File: config.mk
export PLATFORM = sky130hd
export DESIGN_NAME = acc_datapath
export DESIGN_NICKNAME = d
export VERILOG_FILES = /design/src/rtl/acc_pkg.sv /design/src/rtl/acc_decoder.sv /design/src/rtl/acc_alu.sv /design/src/rtl/acc_reg.sv /design/src/rtl/acc_datapath.sv
export SDC_FILE = /design/constraint.sdc
export NUM_CORES = 1
export LEC_CHECK = 0
export ABC_AREA = 1
export ABC_CLOCK_PERIOD_IN_PS = 1800
export BUFFER_PORTS_ARGS = -buffer_cell sky130_fd_sc_hd__buf_2
export CORE_MARGIN = 2
export CORE_UTILIZATION = 59
export DETAILED_ROUTE_END_ITERATION = 10
export GPL_TIMING_DRIVEN = 1
export PLACE_DENSITY_LB_ADDON = 0.15
export RECOVER_POWER = 100
export SLEW_MARGIN = 15
export SYNTH_ARGS = -nofsm -noshare
export SYNTH_HDL_FRONTEND = slang
export SYNTH_SLANG_ARGS = --single-unit
File: constraint.sdc
create_clock -name clk_i -period 1.8 [get_ports clk_i]
set_input_delay 0.18 -clock clk_i [delete_from_list [all_inputs] [get_ports clk_i]]
set_output_delay 0.18 -clock clk_i [all_outputs]
set_load 0.05 [all_outputs]
File: src/rtl/acc_pkg.sv
package acc_pkg;
  typedef enum logic [3:0] {
    OP_NOP  = 4'd0,
    OP_LDI  = 4'd1,
    OP_A2R  = 4'd2,
    OP_OUTR = 4'd3,
    OP_OUTA = 4'd4,
    OP_LDR  = 4'd5,
    OP_LDA  = 4'd6,
    OP_ADD  = 4'd7,
    OP_OR   = 4'd8,
    OP_AND  = 4'd9,
    OP_NOT  = 4'd10
  } op_e;

  typedef enum logic [2:0] {
    FN_PASS,
    FN_ADD,
    FN_OR,
    FN_AND,
    FN_NOT
  } alu_fn_e;

  typedef struct packed {
    logic    a_we;
    logic    r_we;
    logic    o_we;
    logic    r_from_in;
    logic    o_from_r;
    alu_fn_e fn;
  } ctrl_t;
endpackage

File: src/rtl/acc_decoder.sv
module acc_decoder
  import acc_pkg::*;
(
  input  logic       valid_i,
  input  logic [3:0] op_i,
  output ctrl_t      ctrl_o
);
  always_comb begin
    ctrl_o = '{a_we: 1'b0, r_we: 1'b0, o_we: 1'b0,
               r_from_in: 1'b0, o_from_r: 1'b0, fn: FN_PASS};
    if (valid_i) begin
      unique case (op_i)
        OP_LDI, OP_LDA: ctrl_o.a_we = 1'b1;
        OP_A2R:  ctrl_o.r_we = 1'b1;
        OP_LDR: begin
          ctrl_o.r_we      = 1'b1;
          ctrl_o.r_from_in = 1'b1;
        end
        OP_OUTR: begin
          ctrl_o.o_we     = 1'b1;
          ctrl_o.o_from_r = 1'b1;
        end
        OP_OUTA: ctrl_o.o_we = 1'b1;
        OP_ADD: begin ctrl_o.a_we = 1'b1; ctrl_o.fn = FN_ADD; end
        OP_OR:  begin ctrl_o.a_we = 1'b1; ctrl_o.fn = FN_OR;  end
        OP_AND: begin ctrl_o.a_we = 1'b1; ctrl_o.fn = FN_AND; end
        OP_NOT: begin ctrl_o.a_we = 1'b1; ctrl_o.fn = FN_NOT; end
        default: ;
      endcase
    end
  end
endmodule

File: src/rtl/acc_alu.sv
module acc_alu
  import acc_pkg::*;
#(
  parameter int W = 8
) (
  input  alu_fn_e      fn_i,
  input  logic [W-1:0] a_i,
  input  logic [W-1:0] r_i,
  input  logic [W-1:0] in_i,
  output logic [W-1:0] y_o
);
  always_comb begin
    unique case (fn_i)
      FN_ADD:  y_o = a_i + r_i;  // wraps, carry dropped
      FN_OR:   y_o = a_i | r_i;
      FN_AND:  y_o = a_i & r_i;
      FN_NOT:  y_o = ~a_i;
      default: y_o = in_i;
    endcase
  end
endmodule

File: src/rtl/acc_reg.sv
module acc_reg #(
  parameter int W = 8
) (
  input  logic         clk_i,
  input  logic         rst_ni,
  input  logic         we_i,
  input  logic [W-1:0] d_i,
  output logic [W-1:0] q_o
);
  always_ff @(posedge clk_i or negedge rst_ni) begin
    if (!rst_ni)   q_o <= '0;
    else if (we_i) q_o <= d_i;
  end
endmodule

File: src/rtl/acc_datapath.sv
module acc_datapath
  import acc_pkg::*;
#(
  parameter int W = 8
) (
  input  logic         clk_i,
  input  logic         rst_ni,
  input  logic         valid_i,
  input  logic [3:0]   op_i,
  input  logic [W-1:0] data_i,
  output logic [W-1:0] out_o
);
  ctrl_t        ctrl;
  logic [W-1:0] a_q, r_q, o_q, alu_y, r_d, o_d;

  acc_decoder u_dec (.valid_i(valid_i), .op_i(op_i), .ctrl_o(ctrl));

  acc_alu #(.W(W)) u_alu (
    .fn_i(ctrl.fn), .a_i(a_q), .r_i(r_q), .in_i(data_i), .y_o(alu_y)
  );

  assign r_d = ctrl.r_from_in ? data_i : a_q;
  assign o_d = ctrl.o_from_r  ? r_q    : a_q;

  acc_reg #(.W(W)) u_a (.clk_i(clk_i), .rst_ni(rst_ni), .we_i(ctrl.a_we), .d_i(alu_y), .q_o(a_q));
  acc_reg #(.W(W)) u_r (.clk_i(clk_i), .rst_ni(rst_ni), .we_i(ctrl.r_we), .d_i(r_d),   .q_o(r_q));
  acc_reg #(.W(W)) u_o (.clk_i(clk_i), .rst_ni(rst_ni), .we_i(ctrl.o_we), .d_i(o_d),   .q_o(o_q));

  assign out_o = o_q;


  r_hold_chk: assert property (@(posedge clk_i) disable iff (!rst_ni)
    !(valid_i && (op_i == 4'd2 || op_i == 4'd5)) |=> $stable(r_q));


  a_hold_chk: assert property (@(posedge clk_i) disable iff (!rst_ni)
    !(valid_i && (op_i == 4'd1 || (op_i >= 4'd6 && op_i <= 4'd10))) |=> $stable(a_q));


  out_hold_chk: assert property (@(posedge clk_i) disable iff (!rst_ni)
    !(valid_i && (op_i == 4'd3 || op_i == 4'd4)) |=> $stable(out_o));


  r_copy_chk: assert property (@(posedge clk_i) disable iff (!rst_ni)
    (valid_i && op_i == 4'd2) |=> (r_q == $past(a_q)));


  out_from_a_chk: assert property (@(posedge clk_i) disable iff (!rst_ni)
    (valid_i && op_i == 4'd4) |=> (out_o == $past(a_q)));


  a_not_chk: assert property (@(posedge clk_i) disable iff (!rst_ni)
    (valid_i && op_i == 4'd10) |=> ((a_q ^ $past(a_q)) == {W{1'b1}}));
endmodule

==> impl_summary.log, run 1 <==
[metrics] status: complete, no violations
[metrics] capture point of the worst reg-to-reg path: u_a.q_o[2]
[metrics] number of instances in the synthesized netlist: 318
[metrics] reg2reg setup slack: 0.06 ns
[metrics] DRC marker count from the first detailed-route iteration: 124
[metrics] Initial Utilization: 62.35%
[metrics] Port Buf Inserts: 22
[metrics] clock tree sinks: 24
[metrics] Crit Reg-Reg Startpoint: u_a.q_o[0]
[metrics] cell count after placement: 387
[metrics] CP Data Required Time: 2.02 ns
[metrics] average wire per standard cell: 13.87 um
[metrics] type of the worst min-delay path: primary input to register
[metrics] number of synthesized register bits: 24
[metrics] cell area after synthesis: 0.002113 mm^2
[metrics] slowest stage delay, CP: 0.43 ns
[metrics] pin count of the biggest net entering global routing: 25
[metrics] highest fanout seen on the critical path: 3
[metrics] area of the core: 0.003390 mm^2
[metrics] worst max-slew margin expressed relative to the limit: 51.53%
[metrics] classification of the worst setup path: register to register
[metrics] die area: 0.004077 mm^2
[metrics] cells taking the most area after synthesis: sky130_fd_sc_hd__dfrtp_1 28%, sky130_fd_sc_hd__nand2_1 17%, sky130_fd_sc_hd__ha_1 9.5%, sky130_fd_sc_hd__o21ai_0 8.8%, sky130_fd_sc_hd__inv_1 8.3%
[metrics] remaining antenna violation count: 0
[metrics] count of unresolved DRC violations after routing: 0
[metrics] Routed WL: 5465 um
[metrics] standby leakage power: 1.318 nW
[metrics] drt pass-1 iters: 4
[metrics] count of non-filler cells in the finished layout: 394
[metrics] CTS root buffer: sky130_fd_sc_hd__clkbuf_4
[metrics] die extent in x: 63.85 um
[metrics] Vias: 2136
[metrics] number of warnings reported in the yosys synthesis log: 0
[metrics] Peak supply drop: 0.7272 mV
[metrics] cells along the critical path: ha_1, fa_2, xor2_1, nand2_1, nand2_1, nor2_1, nand2_1, nand2_1, nand2_1
[metrics] count of filler cells inserted in the layout: 336
[metrics] Max Freq: 573.3 MHz
[metrics] clock edge transition at the registers on the reported setup and hold paths: 0.16 ns
[metrics] final count of negative-setup-slack endpoints: 0
[metrics] slew of the pin with the lowest slew margin: 0.7271 ns
[metrics] Setup WS pre-CTS: 0.08976 ns
[metrics] number of levels the H-tree was split into: 1
[metrics] final number of max-transition violations: 0
[metrics] last element of the critical path: u_a.q_o[2]
[metrics] overall die height: 63.85 um
[metrics] worst setup path startpoint: u_a.q_o[0]
[metrics] final core area utilization: 68.92%
[metrics] Avg Synthesized Cell Area: 6.646 um^2
[metrics] clk_lat worst skew: 0.33 ns
[metrics] final number of hold-violating endpoints: 0
[metrics] sequential area share after synthesis: 28.42%
[metrics] period utilization: 96.91%
[metrics] half-perimeter wire length after placement: 3994 um
[metrics] num rows: 21
[metrics] number of antenna violations at the first check in global routing: 0
[metrics] overall power consumption: 2.169 mW
[metrics] distinct cell type count after synthesis: 28
[metrics] Fin Clk Skew: 0.02491 ns
[metrics] nature of the critical path endpoint: register
[metrics] cell with the biggest individual delay on the critical path: sky130_fd_sc_hd__dfrtp_1
[metrics] vias in the first global route: 1956
[metrics] minimum clock period: 1.744 ns
[metrics] Antenna Cells: 0
[metrics] cell with the most instances on the worst path: sky130_fd_sc_hd__nand2_1
[metrics] post-synthesis to final-layout area growth: 10.54%
[metrics] Reg2Reg Depth: 9
[metrics] wire length of the first global-routing pass: 8914 um
[metrics] routability congestion estimate from global placement: 0.9491
[metrics] Total Nets Final: 381
[metrics] buffers from clock root to sink, at most: 2
[metrics] post-synth net total: 350
[metrics] most area-hungry cell type in the Yosys netlist: sky130_fd_sc_hd__dfrtp_1
[metrics] share of final-layout standard cells stronger than drive strength 1: 14.94%
[metrics] kind of launch point of the worst setup path: register
[metrics] clock buffers created by TritonCTS: 3
[metrics] clock tree from TritonCTS: done
[metrics] signal arrival time at the worst endpoint: 1.96 ns
[metrics] number of I/O pins: 23
[metrics] fraction of post-synthesis cell area in the top cell type by area: 28.42%
[metrics] setup slack of the critical path after layout: 0.05558 ns
[metrics] total power divided by cell area: 928.6 mW/mm^2
[metrics] grt total ovfl: 0
[metrics] GRT Overall Usage: 28.34%
[metrics] Via-to-Cell Ratio: 5.421
[metrics] sum of negative setup slack: 0 ns
[metrics] number of max-capacitance violations reported: 0
-- layout by cell type, fill, tap and decap left out, drive strengths merged --
cell type,n
a21oi,5
and2,1
buf,18
clkbuf,16
dfrtp,24
dlygate4sd3,1
fa,1
ha,16
inv,56
nand2,101
nand3,32
nand3b,1
nand4,7
nor2,25
o21ai,42
o22ai,1
xor2,1
-- critical path: cells and delay by family, from the launching register on --
family | cells | cell delay [ns]
fa+ha+maj | 2 | 0.61
xor+xnor | 1 | 0.17
flops | 1 | 0.43
simple gates | 6 | 0.42
-- registers in the layout, indices dropped and copies added, names as in the netlist --
name,cells
u_o.q_o,8
u_r.q_o,8
u_a.q_o,8
-- logic make-up (layout without fill, tap and decap cells) --
group	Yosys count	count (layout)	share of synthesized area (%)
xor+xnor	1	1	0.4145
fa+ha+maj	17	17	10.42
flops	24	24	28.42
buf+inv	61	91	11.19
simple gates	167	167	38.13
compound gates	48	48	11.43
-- synth_stat cells --
cell type and number:
sky130_fd_sc_hd__nand2_4 3, sky130_fd_sc_hd__inv_2 8, sky130_fd_sc_hd__nand4_1 6, sky130_fd_sc_hd__nand4_2 1, sky130_fd_sc_hd__fa_1 1, sky130_fd_sc_hd__inv_1 47, sky130_fd_sc_hd__o21ai_0 37, sky130_fd_sc_hd__buf_4 1
sky130_fd_sc_hd__nor2_2 4, sky130_fd_sc_hd__dfrtp_1 24, sky130_fd_sc_hd__nand2_1 96, sky130_fd_sc_hd__a21oi_1 5, sky130_fd_sc_hd__o22ai_1 1, sky130_fd_sc_hd__nor2_4 2, sky130_fd_sc_hd__xor2_1 1, sky130_fd_sc_hd__nand2_2 1
sky130_fd_sc_hd__nor2_1 19, sky130_fd_sc_hd__nand3_1 25, sky130_fd_sc_hd__o21ai_1 5, sky130_fd_sc_hd__and2_1 1, sky130_fd_sc_hd__clkbuf_1 3, sky130_fd_sc_hd__ha_1 16, sky130_fd_sc_hd__nand3_4 1, sky130_fd_sc_hd__nand2_8 1
sky130_fd_sc_hd__buf_2 1, sky130_fd_sc_hd__nand3b_1 1, sky130_fd_sc_hd__inv_4 1, sky130_fd_sc_hd__nand3_2 6
-- what timing repair did --
action / 4_1_cts / 5_1_grt
setup endpoints to repair: 0 / 5
hold buffers: 1 / 0
endpoints found under the hold margin: 24 / 0
buffers inserted: 0 / 2
resized for setup: 0 / 3
-- worst min-delay path by stage --
stage               startpoint    endpoint  slack, ns  depth (start not counted)
floorplan               rst_ni  u_a.q_o[0]      -0.12                          0
global placement        rst_ni  u_a.q_o[1]       0.20                          1
CTS                  data_i[2]  u_r.q_o[2]       0.09                          3
global route         data_i[7]  u_r.q_o[7]       0.11                          3
detailed placement      rst_ni  u_a.q_o[1]       0.20                          1
finish               data_i[2]  u_r.q_o[2]       0.09                          3
-- layout make-up --
type | count | area (um^2) | share of cell area [%]
Inverter | 56 | 212.7 | 9.106
Tap cell | 46 | 57.56 | 2.464
Multi-Input combinational cell | 233 | 1265 | 54.15
Sequential cell | 24 | 601.8 | 25.76
Clock buffer | 4 | 36.28 | 1.553
Timing Repair Buffer | 31 | 162.7 | 6.963
-- per-stage QoR --
stage | hold WS, ns | instance area, um^2
global route | 0.1101 | 2336
detailed placement | 0.1999 | 2302
floorplan | -0.1156 | 2113
finish | 0.09122 | 2336
global placement | 0.2027 | 2302
CTS | 0.09428 | 2349
-- where the power goes --
| group | switching (mW) | internal, mW |
|---|---|---|
| sequential | 0.110 | 0.675 |
| clock | 0.178 | 0.124 |
| combinational | 0.733 | 0.350 |
-- routing by layer --
layer | share of wire (%) | global-route usage [%] | up-vias | wire length, um
met3 | 6.9 | 4.754 | 11 | 376
met4 | 2.0 | 6.250 | 0 | 109
li1 | - | - | 1067 | -
met1 | 43 | 34.87 | 986 | 2373
met2 | 48 | 51.43 | 72 | 2605
met5 | 0 | 0 | - | 0
Power figures use the tool's default switching activity.
==> inputs of run 2 (changes only) <==
- ABC_AREA: 1 -> 0
- ABC_CLOCK_PERIOD_IN_PS: 1800 -> 1900
- CORE_UTILIZATION: 59 -> 58
- clock period: 1.8 -> 1.9 ns (I/O delays scaled with it)
==> impl_summary.log, run 2 <==
[metrics] status: finished with violations
[metrics] violated checks: negative setup slack
[metrics] CP Data Required Time: 2.16 ns
[metrics] total power divided by cell area: 1031 mW/mm^2
[metrics] Total Nets Final: 305
[metrics] signal arrival time at the worst endpoint: 2.26 ns
[metrics] highest fanout seen on the critical path: 3
[metrics] nature of the critical path endpoint: register
[metrics] count of filler cells inserted in the layout: 265
[metrics] most frequent cell after synthesis: sky130_fd_sc_hd__o21ai_0
[metrics] post-synthesis mux area share: 9.218%
[metrics] worst max-slew margin expressed relative to the limit: 12.09%
[metrics] async set or reset register ratio after synthesis: 100.0%
[metrics] distinct cell type count after synthesis: 51
[metrics] remaining antenna violation count: 0
[metrics] Avg Synthesized Cell Area: 8.747 um^2
[metrics] number of levels the H-tree was split into: 1
[metrics] post-synthesis share of cell area spent on and, or, nand and nor gates: 14.56%
[metrics] cells taking the most area after synthesis: sky130_fd_sc_hd__dfrtp_1 31%, sky130_fd_sc_hd__ha_1 10%, sky130_fd_sc_hd__mux2i_1 8.6%, sky130_fd_sc_hd__o21ai_0 7.4%, sky130_fd_sc_hd__nand2_1 4.2%
[metrics] final number of hold-violating endpoints: 0
[metrics] pin count of the biggest net entering global routing: 25
[metrics] Main synth FF type: sky130_fd_sc_hd__dfrtp_1
[metrics] Port Buf Inserts: 22
[metrics] kind of launch point of the worst setup path: register
[metrics] clock tree sinks: 24
[metrics] minimum clock period: 2.001 ns
[metrics] clock buffers created by TritonCTS: 3
[metrics] CTS root buffer: sky130_fd_sc_hd__clkbuf_4
[metrics] half-perimeter wire length after placement: 3684 um
[metrics] number of antenna violations at the first check in global routing: 0
[metrics] overall power consumption: 2.509 mW
[metrics] final number of max-transition violations: 0
[metrics] Antenna Cells: 0
[metrics] GRT Overall Usage: 29.44%
[metrics] area of the core: 0.003284 mm^2
[metrics] buffers from clock root to sink, at most: 2
[metrics] Fin Clk Skew: 0.008114 ns
[metrics] cell area after synthesis: 0.001968 mm^2
[metrics] post-synthesis to final-layout area growth: 23.65%
[metrics] main combinational cell family by area after synthesis: compound AO/OA/AOI/OAI gates
[metrics] die extent in x: 62.25 um
[metrics] share of final-layout standard cells stronger than drive strength 1: 26.47%
[metrics] number of synthesized register bits: 24
[metrics] clock tree from TritonCTS: done
[metrics] most area-hungry cell type in the Yosys netlist: sky130_fd_sc_hd__dfrtp_1
[metrics] Peak supply drop: 0.5706 mV
[metrics] overall die height: 62.25 um
[metrics] Initial Utilization: 59.92%
[metrics] grt total ovfl: 0
[metrics] commonest non-fill, non-tap cells in the layout: 28 x sky130_fd_sc_hd__o21ai_0, 28 x sky130_fd_sc_hd__buf_4, 24 x sky130_fd_sc_hd__dfrtp_1
[metrics] DRC marker count from the first detailed-route iteration: 110
[metrics] period utilization: 105.3%
[metrics] average wire per standard cell: 17.09 um
[metrics] share of the synthesized netlist area taken by xor and xnor gates: 1.780%
[metrics] Reg2Reg Depth: 7
[metrics] Vias: 1904
[metrics] standby leakage power: 1.170 nW
[metrics] num rows: 21
[metrics] Max Freq: 499.7 MHz
[metrics] Via-to-Cell Ratio: 5.987
[metrics] unrepaired setup endpoints after global routing: yes
[metrics] clock edge transition at the registers on the reported setup and hold paths: 0.15 ns
[metrics] count of flip-flops with a built-in enable after synthesis: 0
[metrics] leading cell types by count after synthesis: 29 x sky130_fd_sc_hd__o21ai_0, 24 x sky130_fd_sc_hd__dfrtp_1, 22 x sky130_fd_sc_hd__nand2_1
[metrics] worst-case hold slack: 0.04671 ns
[metrics] largest registers: u_a.q_o x8, u_o.q_o x8, u_r.q_o x8
[metrics] number of warnings reported in the yosys synthesis log: 0
[metrics] sequential area share after synthesis: 30.51%
[metrics] wire length of the first global-routing pass: 9011 um
[metrics] number of I/O pins: 23
[metrics] Routed WL: 5436 um
[metrics] fraction of the mapped netlist area in compound gates: 26.45%
[metrics] post-synth net total: 257
[metrics] drt pass-1 iters: 5
[metrics] slew of the pin with the lowest slew margin: 1.319 ns
[metrics] die area: 0.003875 mm^2
[metrics] routability congestion estimate from global placement: 0.8884
[metrics] adder and majority cell fraction of the synthesized area: 11.19%
[metrics] fraction of post-synthesis cell area in the top cell type by area: 30.51%
[metrics] worst hold path depth: 3
[metrics] clk_lat worst skew: 0.34 ns
[metrics] vias in the first global route: 1904
[metrics] classification of the worst setup path: register to register
[metrics] count of unresolved DRC violations after routing: 0
[metrics] number of max-capacitance violations reported: 0
[metrics] type of the worst min-delay path: primary input to register
[metrics] setup slack of the critical path after layout: -0.1012 ns
[metrics] number of instances in the synthesized netlist: 225
[metrics] final count of negative-setup-slack endpoints: 1
[run 2: changes by cell type after synthesis, moves of 6 or more]
cell                      previous run  this run
sky130_fd_sc_hd__nand2_1            96        22
sky130_fd_sc_hd__inv_2               8         0
sky130_fd_sc_hd__inv_1              47        19
sky130_fd_sc_hd__nor2_1             19         9
sky130_fd_sc_hd__mux2i_1             0        17
sky130_fd_sc_hd__o21ai_0            37        29
sky130_fd_sc_hd__nand3_1            25         2
sky130_fd_sc_hd__nand4_1             6         0
[run 2: worst max-delay path, cell delays in order, from the launching register on]
cell                        delay, ns
sky130_fd_sc_hd__dfrtp_1         0.46
sky130_fd_sc_hd__buf_6           0.16
sky130_fd_sc_hd__ha_4            0.15
sky130_fd_sc_hd__a211o_1         0.28
sky130_fd_sc_hd__a2111oi_4       0.34
sky130_fd_sc_hd__o2111a_1        0.24
sky130_fd_sc_hd__a21oi_2         0.04
sky130_fd_sc_hd__a221oi_2        0.25
[run 2: cell type report]
class	count	area (um^2)	area share, %
clock buffers	3	22.52	0.9255
multi-input cells	172	1310	53.83
repair buffers	53	341.6	14.04
clock inverters	1	30.03	1.234
inverters	19	71.32	2.931
flip-flops and latches	24	600.6	24.68
well taps	46	57.56	2.365
[run 2: repair_timing]
action,4_1_cts,5_1_grt
pin swaps,2,0
endpoints found under the setup margin,3,4
gates resized for setup,11,7
endpoints found under the hold margin,24,0
buffers inserted,4,3
hold buffers,1,0
[run 2: path summary, 6_finish.rpt]
check                           start  slack [ns]          to
min in group asynchronous      rst_ni        0.66  u_a.q_o[1]
max reg2reg                u_r.q_o[1]       -0.10  u_a.q_o[7]
max                        u_r.q_o[1]       -0.10  u_a.q_o[7]
min                         data_i[6]        0.05  u_r.q_o[6]
max in group asynchronous      rst_ni        0.46  u_a.q_o[2]
min reg2reg                u_o.q_o[7]        0.49  u_o.q_o[7]
[run 2: routing by layer]
metal / track usage (%) / share of wire, %
met1: 38.34 / 42
met2: 50.14 / 50
met3: 2.536 / 5.4
met4: 13.06 / 3.1
met5: 0 / 0
[run 2: cells by family after synthesis]
family / count (synthesis)
compound gates: 77
buf+inv: 29
fa+ha+maj: 17
flops: 24
xor+xnor: 4
simple gates: 56
mux: 18
[run 2: per-stage QoR]
stage                     utilization [%]  setup slack [ns]  setup TNS [ns]  std cells  instance area (um^2)
after floorplan                         -          -0.02731        -0.02731        225                  1968
after CTS                           72.99          -0.04288        -0.04288        315                  2397
after detailed placement            68.69          -0.06398         -0.1100        306                  2256
after global placement              68.69          -0.03105        -0.05320        306                  2256
final                               74.10           -0.1012         -0.1012        318                  2434
after global routing                74.10           -0.1500         -0.2565        318                  2434
[run 2: power breakdown]
group          switching, mW  internal [mW]
clock                  0.180          0.214
combinational          0.769          0.575
sequential             0.121          0.650
total                   1.07           1.44
